<file path="config.mk">
export PLATFORM = sky130hd
export DESIGN_NAME = grey_scanout
export DESIGN_NICKNAME = d
export VERILOG_FILES = /design/src/rtl/grey_scanout_pkg.sv /design/src/rtl/grey_conv.sv /design/src/rtl/grey_scan.sv /design/src/rtl/grey_scanout.sv
export SDC_FILE = /design/constraint.sdc
export NUM_CORES = 1
export LEC_CHECK = 0
export ABC_AREA = 1
export BUFFER_PORTS_ARGS = -buffer_cell sky130_fd_sc_hd__buf_2
export CORE_ASPECT_RATIO = 2
export CORE_UTILIZATION = 56
export CTS_BUF_LIST = sky130_fd_sc_hd__clkbuf_4 sky130_fd_sc_hd__clkbuf_8
export DETAILED_ROUTE_END_ITERATION = 7
export PLACE_DENSITY_LB_ADDON = 0.3
export SYNTH_ARGS = -nofsm -noshare
export SYNTH_HDL_FRONTEND = slang
export SYNTH_SLANG_ARGS = --single-unit
</file>
<file path="constraint.sdc">
create_clock -name clk -period 2.1 [get_ports clk]
set_input_delay 0.315 -clock clk [delete_from_list [all_inputs] [get_ports clk]]
set_output_delay 0.315 -clock clk [all_outputs]
set_load 0.02 [all_outputs]
</file>
<file path="src/rtl/grey_scanout_pkg.sv">
package grey_scanout_pkg;

  typedef enum logic [1:0] {
    FMT_555  = 2'd0,
    FMT_565  = 2'd1,
    FMT_888  = 2'd2,
    FMT_888X = 2'd3
  } pix_fmt_e;

  // Widen a 4-bit grey level by bit replication into the chosen format.
  function automatic logic [23:0] grey_expand(pix_fmt_e f, logic [3:0] v);
    logic [4:0] lv;
    logic [7:0] b8;
    lv = {v, v[3]};
    b8 = {v, v};
    case (f)
      FMT_555: grey_expand = {8'h00, 1'b0, lv, lv, lv};
      FMT_565: grey_expand = {8'h00, lv, lv, lv[4], lv};
      default: grey_expand = {b8, b8, b8};
    endcase
  endfunction

endpackage

</file>
<file path="src/rtl/grey_conv.sv">
module grey_conv
  import grey_scanout_pkg::*;
(
  input  logic [1:0]  fmt,
  input  logic [3:0]  level,
  output logic [23:0] colour
);
  always_comb colour = grey_expand(pix_fmt_e'(fmt), level);
endmodule

</file>
<file path="src/rtl/grey_scan.sv">
module grey_scan #(
  parameter int BYTES = 64,
  parameter int LINES = 64,
  parameter int SCALE = 4,
  parameter int AW    = 12
) (
  input  logic          clk,
  input  logic          rst,
  input  logic          go,
  input  logic          adv,
  input  logic          acc,
  input  logic [7:0]    rd_data,
  output logic          rd_en,
  output logic [AW-1:0] rd_addr,
  output logic          run,
  output logic          tail,
  output logic [3:0]    level,
  output logic          sol,
  output logic          sof
);
  localparam int SUBN = 2 * SCALE;
  localparam int SUBW = $clog2(SUBN);
  localparam int BXW  = (BYTES > 1) ? $clog2(BYTES) : 1;
  localparam int RYW  = (SCALE > 1) ? $clog2(SCALE) : 1;
  localparam int YW   = (LINES > 1) ? $clog2(LINES) : 1;

  typedef enum logic [1:0] {S_IDLE, S_RUN, S_TAIL} st_e;
  st_e st;

  logic [SUBW-1:0] sub;
  logic [BXW-1:0]  bx, n_bx;
  logic [RYW-1:0]  ry;
  logic [YW-1:0]   y, n_y;
  logic            last_sub, last_bx, last_ry, last_y, last_pix;
  logic            load_q;
  logic [7:0]      byte_q, cur_byte;

  assign last_sub = int'(sub) == SUBN - 1;
  assign last_bx  = int'(bx) == BYTES - 1;
  assign last_ry  = int'(ry) == SCALE - 1;
  assign last_y   = int'(y) == LINES - 1;
  assign last_pix = last_sub && last_bx && last_ry && last_y;

  // Position of the byte that follows the current one.
  always_comb begin
    n_bx = last_bx ? '0 : bx + 1'b1;
    n_y  = y;
    if (last_bx && last_ry) n_y = last_y ? '0 : y + 1'b1;
  end

  assign run  = st == S_RUN;
  assign tail = st == S_TAIL;

  always_comb begin
    rd_en   = 1'b0;
    rd_addr = '0;
    if (st == S_IDLE && go) begin
      rd_en = 1'b1;
    end else if (run && adv && last_sub && !last_pix) begin
      rd_en   = 1'b1;
      rd_addr = AW'(n_y) * AW'(BYTES) + AW'(n_bx);
    end
  end

  // Fresh read data is used directly in the cycle it arrives.
  assign cur_byte = load_q ? rd_data : byte_q;
  assign level    = (int'(sub) < SCALE) ? cur_byte[7:4] : cur_byte[3:0];
  assign sol      = (sub == '0) && (bx == '0);
  assign sof      = sol && (ry == '0) && (y == '0);

  always_ff @(posedge clk) begin
    if (rst) begin
      st     <= S_IDLE;
      sub    <= '0;
      bx     <= '0;
      ry     <= '0;
      y      <= '0;
      load_q <= 1'b0;
      byte_q <= '0;
    end else begin
      load_q <= rd_en;
      if (load_q) byte_q <= rd_data;
      case (st)
        S_IDLE: if (go) st <= S_RUN;
        S_RUN: if (adv) begin
          if (!last_sub) begin
            sub <= sub + 1'b1;
          end else begin
            sub <= '0;
            bx  <= n_bx;
            y   <= n_y;
            if (last_bx) ry <= last_ry ? '0 : ry + 1'b1;
          end
          if (last_pix) st <= S_TAIL;
        end
        S_TAIL: if (acc) st <= S_IDLE;
        default: st <= S_IDLE;
      endcase
    end
  end

  // one read per byte, so two strobes never come back to back.
  p_read_gap_r11: assert property (@(posedge clk) disable iff (rst)
    rd_en |=> !rd_en);

  // nothing is read while the scan is idle and no frame is pending.
  p_idle_noread_r2: assert property (@(posedge clk) disable iff (rst)
    (st == S_IDLE && !go) |-> !rd_en);

endmodule

</file>
<file path="src/rtl/grey_scanout.sv">
module grey_scanout #(
  parameter int BYTES = 64,
  parameter int LINES = 64,
  parameter int SCALE = 4,
  localparam int AW   = (BYTES * LINES > 1) ? $clog2(BYTES * LINES) : 1
) (
  input  logic          clk,
  input  logic          rst,
  input  logic          redraw_req,
  input  logic [1:0]    pix_fmt,
  output logic          fb_rd_en,
  output logic [AW-1:0] fb_rd_addr,
  input  logic [7:0]    fb_rd_data,
  output logic          pix_valid,
  input  logic          pix_ready,
  output logic [23:0]   pix_data,
  output logic          pix_sol,
  output logic          pix_sof,
  output logic          frame_done
);
  logic        pending, run, tail, adv, sol, sof;
  logic [3:0]  level;
  logic [23:0] colour;

  assign adv = run && (!pix_valid || pix_ready);

  grey_scan #(.BYTES(BYTES), .LINES(LINES), .SCALE(SCALE), .AW(AW)) u_scan (
    .clk     (clk),
    .rst     (rst),
    .go      (pending),
    .adv     (adv),
    .acc     (pix_ready),
    .rd_data (fb_rd_data),
    .rd_en   (fb_rd_en),
    .rd_addr (fb_rd_addr),
    .run     (run),
    .tail    (tail),
    .level   (level),
    .sol     (sol),
    .sof     (sof)
  );

  grey_conv u_conv (
    .fmt    (pix_fmt),
    .level  (level),
    .colour (colour)
  );

  always_ff @(posedge clk) begin
    if (rst) begin
      pending    <= 1'b0;
      frame_done <= 1'b0;
      pix_valid  <= 1'b0;
      pix_data   <= '0;
      pix_sol    <= 1'b0;
      pix_sof    <= 1'b0;
    end else begin
      // A new request wins over the clear at the end of a frame.
      pending    <= redraw_req | (pending & ~(tail & pix_ready));
      frame_done <= tail & pix_ready;
      if (adv) begin
        pix_valid <= 1'b1;
        pix_data  <= colour;
        pix_sol   <= sol;
        pix_sof   <= sof;
      end else if (pix_ready) begin
        pix_valid <= 1'b0;
      end
    end
  end

  // a stalled pixel is held unchanged.
  p_stall_hold_r9: assert property (@(posedge clk) disable iff (rst)
    (pix_valid && !pix_ready) |=> (pix_valid && $stable(pix_data) &&
                                   $stable(pix_sol) && $stable(pix_sof)));

  // completion is a single-cycle pulse.
  p_done_pulse_r10: assert property (@(posedge clk) disable iff (rst)
    frame_done |=> !frame_done);

  // completion follows the final acceptance, so the output is drained.
  p_done_drained_r10: assert property (@(posedge clk) disable iff (rst)
    frame_done |-> !pix_valid);

  // a frame start is always also a line start.
  p_sof_on_sol_r5: assert property (@(posedge clk) disable iff (rst)
    (pix_valid && pix_sof) |-> pix_sol);

endmodule

</file>
Word level (Yosys, flattened, before mapping)
Index checks and enable logic that the tools add are counted.
Storage, ports and cells
  bits in registers: 57
  latch bits: 0
  bits in read-only memories: 0
  memories: 0
  logic and storage cells: 79
  input port bits: 14
  RAM bits: 0
  output and inout port bits: 41
Operators by class
  reductions and logical operators: 26
  bitwise operators: 4
  shift operators: 0
  add/subtract/negate cells: 5
  divide/modulo/power cells: 0
  multiplexer cells: 19
  multiply operators: 0
  order comparisons: 1
  equal/unequal tests: 11
Operators by type and width (number)
  24-bit one-hot mux with 2 select lines: 1
  12-bit two-way mux: 2
  6-bit two-way mux: 3
  12-bit by 6-bit adder with 12-bit output: 1
  6-bit by 1-bit adder with 6-bit output, second input constant: 2
  6-bit by 1-bit == test with 1-bit output, second input constant: 2
  1-bit logical AND: 12
  6-bit logical NOT: 2
  2-bit two-way mux: 5
  8-bit two-way mux: 1
  4-bit AND reduction: 2
  2-bit by 1-bit == test with 1-bit output, second input constant: 3
  2-bit logical NOT: 3
  2-bit one-hot mux with 3 select lines: 1
  1-bit two-way mux: 4
  4-bit two-way mux: 1
  2-bit by 1-bit inequality test with 1-bit output, second input constant: 2
  2-bit inequality test, second input constant: 2
  3-bit by 1-bit adder with 3-bit output, second input constant: 1
  3-bit by 1-bit == test with 1-bit output, second input constant: 1
  3-bit logical NOT: 1
  3-bit less-than comparator, second input constant: 1
  3-bit two-way mux: 1
  3-bit AND reduction: 1
  9 further kinds: 11

Logic depth before layout (Yosys ltp)
  depth after elaboration: 8
  mapped depth: 10
  depth with buffers taken out: 10

By module
From an unflattened synthesis, not the netlist that was laid out.
Unflattened totals
  cells, all modules: 436
  area total of the unflattened synthesis: 3121.7 µm²
Modules (own cells, without submodules)
  grey_scan: seq. area each 560.5 µm², cells an instance 213, times used 1, area each 1587.8 µm²
  grey_scanout: seq. area each 580.6 µm², cells an instance 182, times used 1, area each 1321.3 µm²
  grey_conv: seq. area each 0.0 µm², cells an instance 41, times used 1, area each 212.7 µm²

Worst setup path after synthesis
No wires, ideal clock.
  kind: reg-to-output
  start: register u_scan.bx[0]
  end: output fb_rd_addr[11]
  data required time: 1.785 ns
  slack: 0.331 ns
  data arrival time: 1.454 ns
  buffers on the path: 0
  stages on the path, launching flop included: 6
  cell sequence: dfxtp_1 > ha_1 > nand3_2 > nor3_2 > nand4_1 > a21oi_1
Between the ends
  cells in the longest elaborated chain, start to end: 8
  elaborated cells between the ends (all ways): 13
  classes of those cells: add/sub: 2; eq/ne: 1; mux: 4; reduce/logical: 6
RTL lines
  start: declaration: line grey_scan.sv:31  | logic [BXW-1:0] bx, n_bx;
  start signal: assignment: line grey_scan.sv:90  | bx <= n_bx;
  branches (longest 6 deep; another with 12-bit by 6-bit adder with 12-bit output)
  12-bit two-way mux (*): line grey_scan.sv:59  | end else if (run && adv && last_sub && !last_pix) begin
  12-bit two-way mux (*): line grey_scan.sv:57  | if (st == S_IDLE && go) begin
  end: declaration: line grey_scanout.sv:12  | output logic [AW-1:0] fb_rd_addr,
Every way passes the cells marked *.

Worst setup path after layout
  start: register u_scan.bx[0]
  end: output fb_rd_addr[7]
Same word-level chain as after synthesis.

==> reports/qor.csv <==
stage,metric,value,unit
status,status,completed,
routing,Remaining DRCs,0,
power_and_ir_drop,overall power,2140,uW
cells_and_area,share of cells above drive strength 1,23.9,%
cells_and_area,most frequent cells in the layout,"75 x nand2_1, 58 x nor2_1, 47 x inv_1, 47 x dfxtp_1, 47 x buf_2",
yosys,Yosys cell types,28,
power_and_ir_drop,Pwr Density,684,nW/um^2
cells_and_area,Layout area overhead,21.4,%
job,MaxCap Viol Count,0,
clocking,Clock Tree Buf Depth,2,
yosys,Mapped Area,2580,sq um
global_routing,initial antenna violation count,0,
yosys,syn_area_per_cell,6.89,sq um
place,input/output buffers,54,
routing,first-pass iteration count of the detailed router,4,
clocking,Clock transition at path regs,0.09,ns
routing,Post-DRT Antenna Nets,0,
timing,max-slew violation count,0,
worst_setup_path,Critical Path Sink Type,primary output,
floorplanning,Die Ht,98.0,um
clocking,hold buffers post-CTS,0,
global_routing,pin count of the biggest net entering global routing,29,
power_and_ir_drop,VDD IR-drop max,0.000679,V
timing,Slew headroom,56.7,%
floorplanning,die area,4900,sq um
clocking,"Clk Latency, worst-skew pair",0.30,ns
worst_setup_path,critical path class,reg -> out,
place,Placement Setup Slack,0.150,ns
timing,final period utilization,99.1,%
worst_setup_path,critical path startpoint category,flop,
floorplanning,Die X,50.0,um
clocking,CTS Sinks,52,
floorplanning,Core Rows,34,
timing,Worst Skew,0.00486,ns
timing,Worst-Margin Slew,0.649,ns
yosys,"Net Count, Synth",397,
routing,drt total wl,6390,um
global_routing,first-pass GRT wire length,10300,um
worst_setup_path,Crit path top cell by count,nor2_4,
timing,Final Hold Fails,0,
floorplanning,# IOs,55,
cells_and_area,final core utilization,71.5,%
global_routing,total track usage,26.9,%
global_routing,vias in the first global route,2524,
worst_setup_path,crit path max-delay cell type,dfxtp_4,
cells_and_area,"most common cell after layout, fill and taps aside",nand2_1,
timing,RSZ-0062 raised after global routing,true,
min_path,Min-Delay Path Class,in -> reg,
timing,Max Clock Freq,480,MHz
timing,Tmin final,2.08,ns
place,GPL Wtd Cong,0.870,
worst_setup_path,worst endpoint required time,1.78,ns
floorplanning,core area,4380,sq um
floorplanning,Initial Utilization,58.9,%
routing,WL per Instance,13.2,um
timing,Sum Neg Setup Slack,0,ns
worst_setup_path,crit-path max FO,6,
worst_setup_path,Worst Path Arrival,1.77,ns
worst_setup_path,critical path's largest stage delay,0.38,ns
clocking,Root Buffer Master,clkbuf_8,
yosys,"FF+latch count, synth",52,
yosys,sequential area share after synthesis,40.4,%
global_routing,GRT overflow,0,
clocking,CTS tree,yes,
clocking,cts bufs inserted,5,
routing,via/cell ratio,5.32,
power_and_ir_drop,Lkg Pwr,0.00153,uW
clocking,H-tree depth,2,
cells_and_area,Layout Nets,453,
routing,Vias,2581,
cells_and_area,Ant. Diodes,0,
worst_setup_path,critical path cell sequence,ha_4 -> nand2_1 -> nor2_2 -> nand3_4 -> nor2_4 -> nor2_4 -> and2_1 -> buf_4,
timing,worst setup margin,0.0185,ns
yosys,Ys Warns,0,
place,DP Wirelength,4660,um
place,dpl cells,471,
routing,1st-iter DRT viols,55,
cells_and_area,Final Non-Filler Cells,485,
timing,"Setup violations, final",0,
yosys,Mapped Cells,374,
report_power, final:
part | switching (uW) | leakage, uW | internal (uW)
registers | 38.5 | 0.000427 | 1050
clock network | 316 | 0.0000586 | 367
logic | 252 | 0.00105 | 122
critical path: cells and delay by family (launching register included):
family / cells / cell delay [ns]
adder cells (fa/ha/maj): 1 / 0.16
buffers and inverters: 1 / 0.15
flip-flops: 1 / 0.38
AND/OR/NAND/NOR: 6 / 0.79
final cells by class:
type | count | area, sq um
Multi-Input combinational cell | 256 | 1330
Fill cell | 364 | 1250
Sequential cell | 52 | 1050
Timing Repair Buffer | 65 | 374
Inverter | 50 | 200
Clock buffer | 6 | 76.3
Tap cell | 54 | 67.6
Clock inverter | 2 | 35.0
per-layer routing:
metal | vias up | GRT usage, % | routed length, um | part of all wire, %
li1 | 1290 | - | - | -
met3 | 33 | 3.58 | 162 | 2.5
met2 | 69 | 51.5 | 3620 | 57
met4 | 0 | 18.2 | 339 | 5.3
met5 | - | 0 | 0 | 0
met1 | 1189 | 24.3 | 2270 | 36
what timing repair did:
action	CTS	global route
setup buffers	0	6
gates resized for setup	10	25
pin swaps	0	6
setup endpoints to repair	9	13
endpoints found under the hold margin	0	0
cells by family (layout without fill, tap and decap cells):
| family | Yosys count | count (layout) | synth area share, % |
|---|---|---|---|
| AOI/OAI and AO/OA | 71 | 71 | 14.6 |
| buffers and inverters | 66 | 123 | 11.3 |
| and+or+nand+nor | 175 | 175 | 29.1 |
| DFF | 52 | 52 | 40.4 |
| xor gates and xnor gates | 1 | 1 | 0.340 |
| adders and majority gates | 9 | 9 | 4.37 |
flip-flops by register name, summed over array words and instances (netlist names):
signal,flops
u_scan.st,2
frame_done,1
pix_sol,1
u_scan.y,6
pix_data,19
u_scan.bx,6
pending,1
u_scan.byte_q,8
u_scan.ry,2
pix_valid,1
u_scan.sub,3
pix_sof,1
u_scan.load_q,1
through the flow:
stage	hold slack [ns]	area, sq um
6_report	0.228	3130
3_3_place_gp	0.460	2860
4_1_cts	0.224	3000
2_1_floorplan	0.432	2580
5_1_grt	0.249	3130
3_5_place_dp	0.475	2860
cell usage after synthesis:
| cell type | n | area, sq um |
|---|---|---|
| buf_2 | 3 | 15.0 |
| o31ai_1 | 1 | 7.51 |
| clkbuf_1 | 5 | 18.8 |
| o21ai_0 | 32 | 160 |
| a31oi_1 | 1 | 6.26 |
| nand4_1 | 4 | 25.0 |
| inv_2 | 1 | 3.75 |
| nor3_2 | 3 | 30.0 |
| clkinv_4 | 1 | 8.76 |
| a211oi_1 | 1 | 7.51 |
| inv_1 | 48 | 180 |
| nand2_4 | 2 | 22.5 |
| nand2_2 | 2 | 12.5 |
| nor3_1 | 2 | 10.0 |
| nor2_1 | 62 | 233 |
| ha_1 | 9 | 113 |
| and2_4 | 1 | 8.76 |
| o211ai_1 | 1 | 7.51 |
| nand3_1 | 19 | 95.1 |
| buf_6 | 1 | 11.3 |
| dfxtp_1 | 52 | 1040 |
| buf_4 | 7 | 52.6 |
| and2_1 | 3 | 18.8 |
| a21oi_1 | 32 | 160 |
| xor2_1 | 1 | 8.76 |
| nand3_2 | 1 | 10.0 |
| o21ai_2 | 3 | 26.3 |
| nand2_1 | 76 | 285 |
worst paths after layout:
path / start / end / slack (ns) / cells after the start
setup / recovery: u_scan.bx[0] / fb_rd_addr[7] / 0.02 / 8
hold / removal: redraw_req / pending / 0.23 / 3
setup reg to reg: u_scan.bx[0] / u_scan.st[0] / 0.51 / 9
hold reg to reg: pix_sol / pix_sol / 0.49 / 2
(Power assumes the default switching activity.)
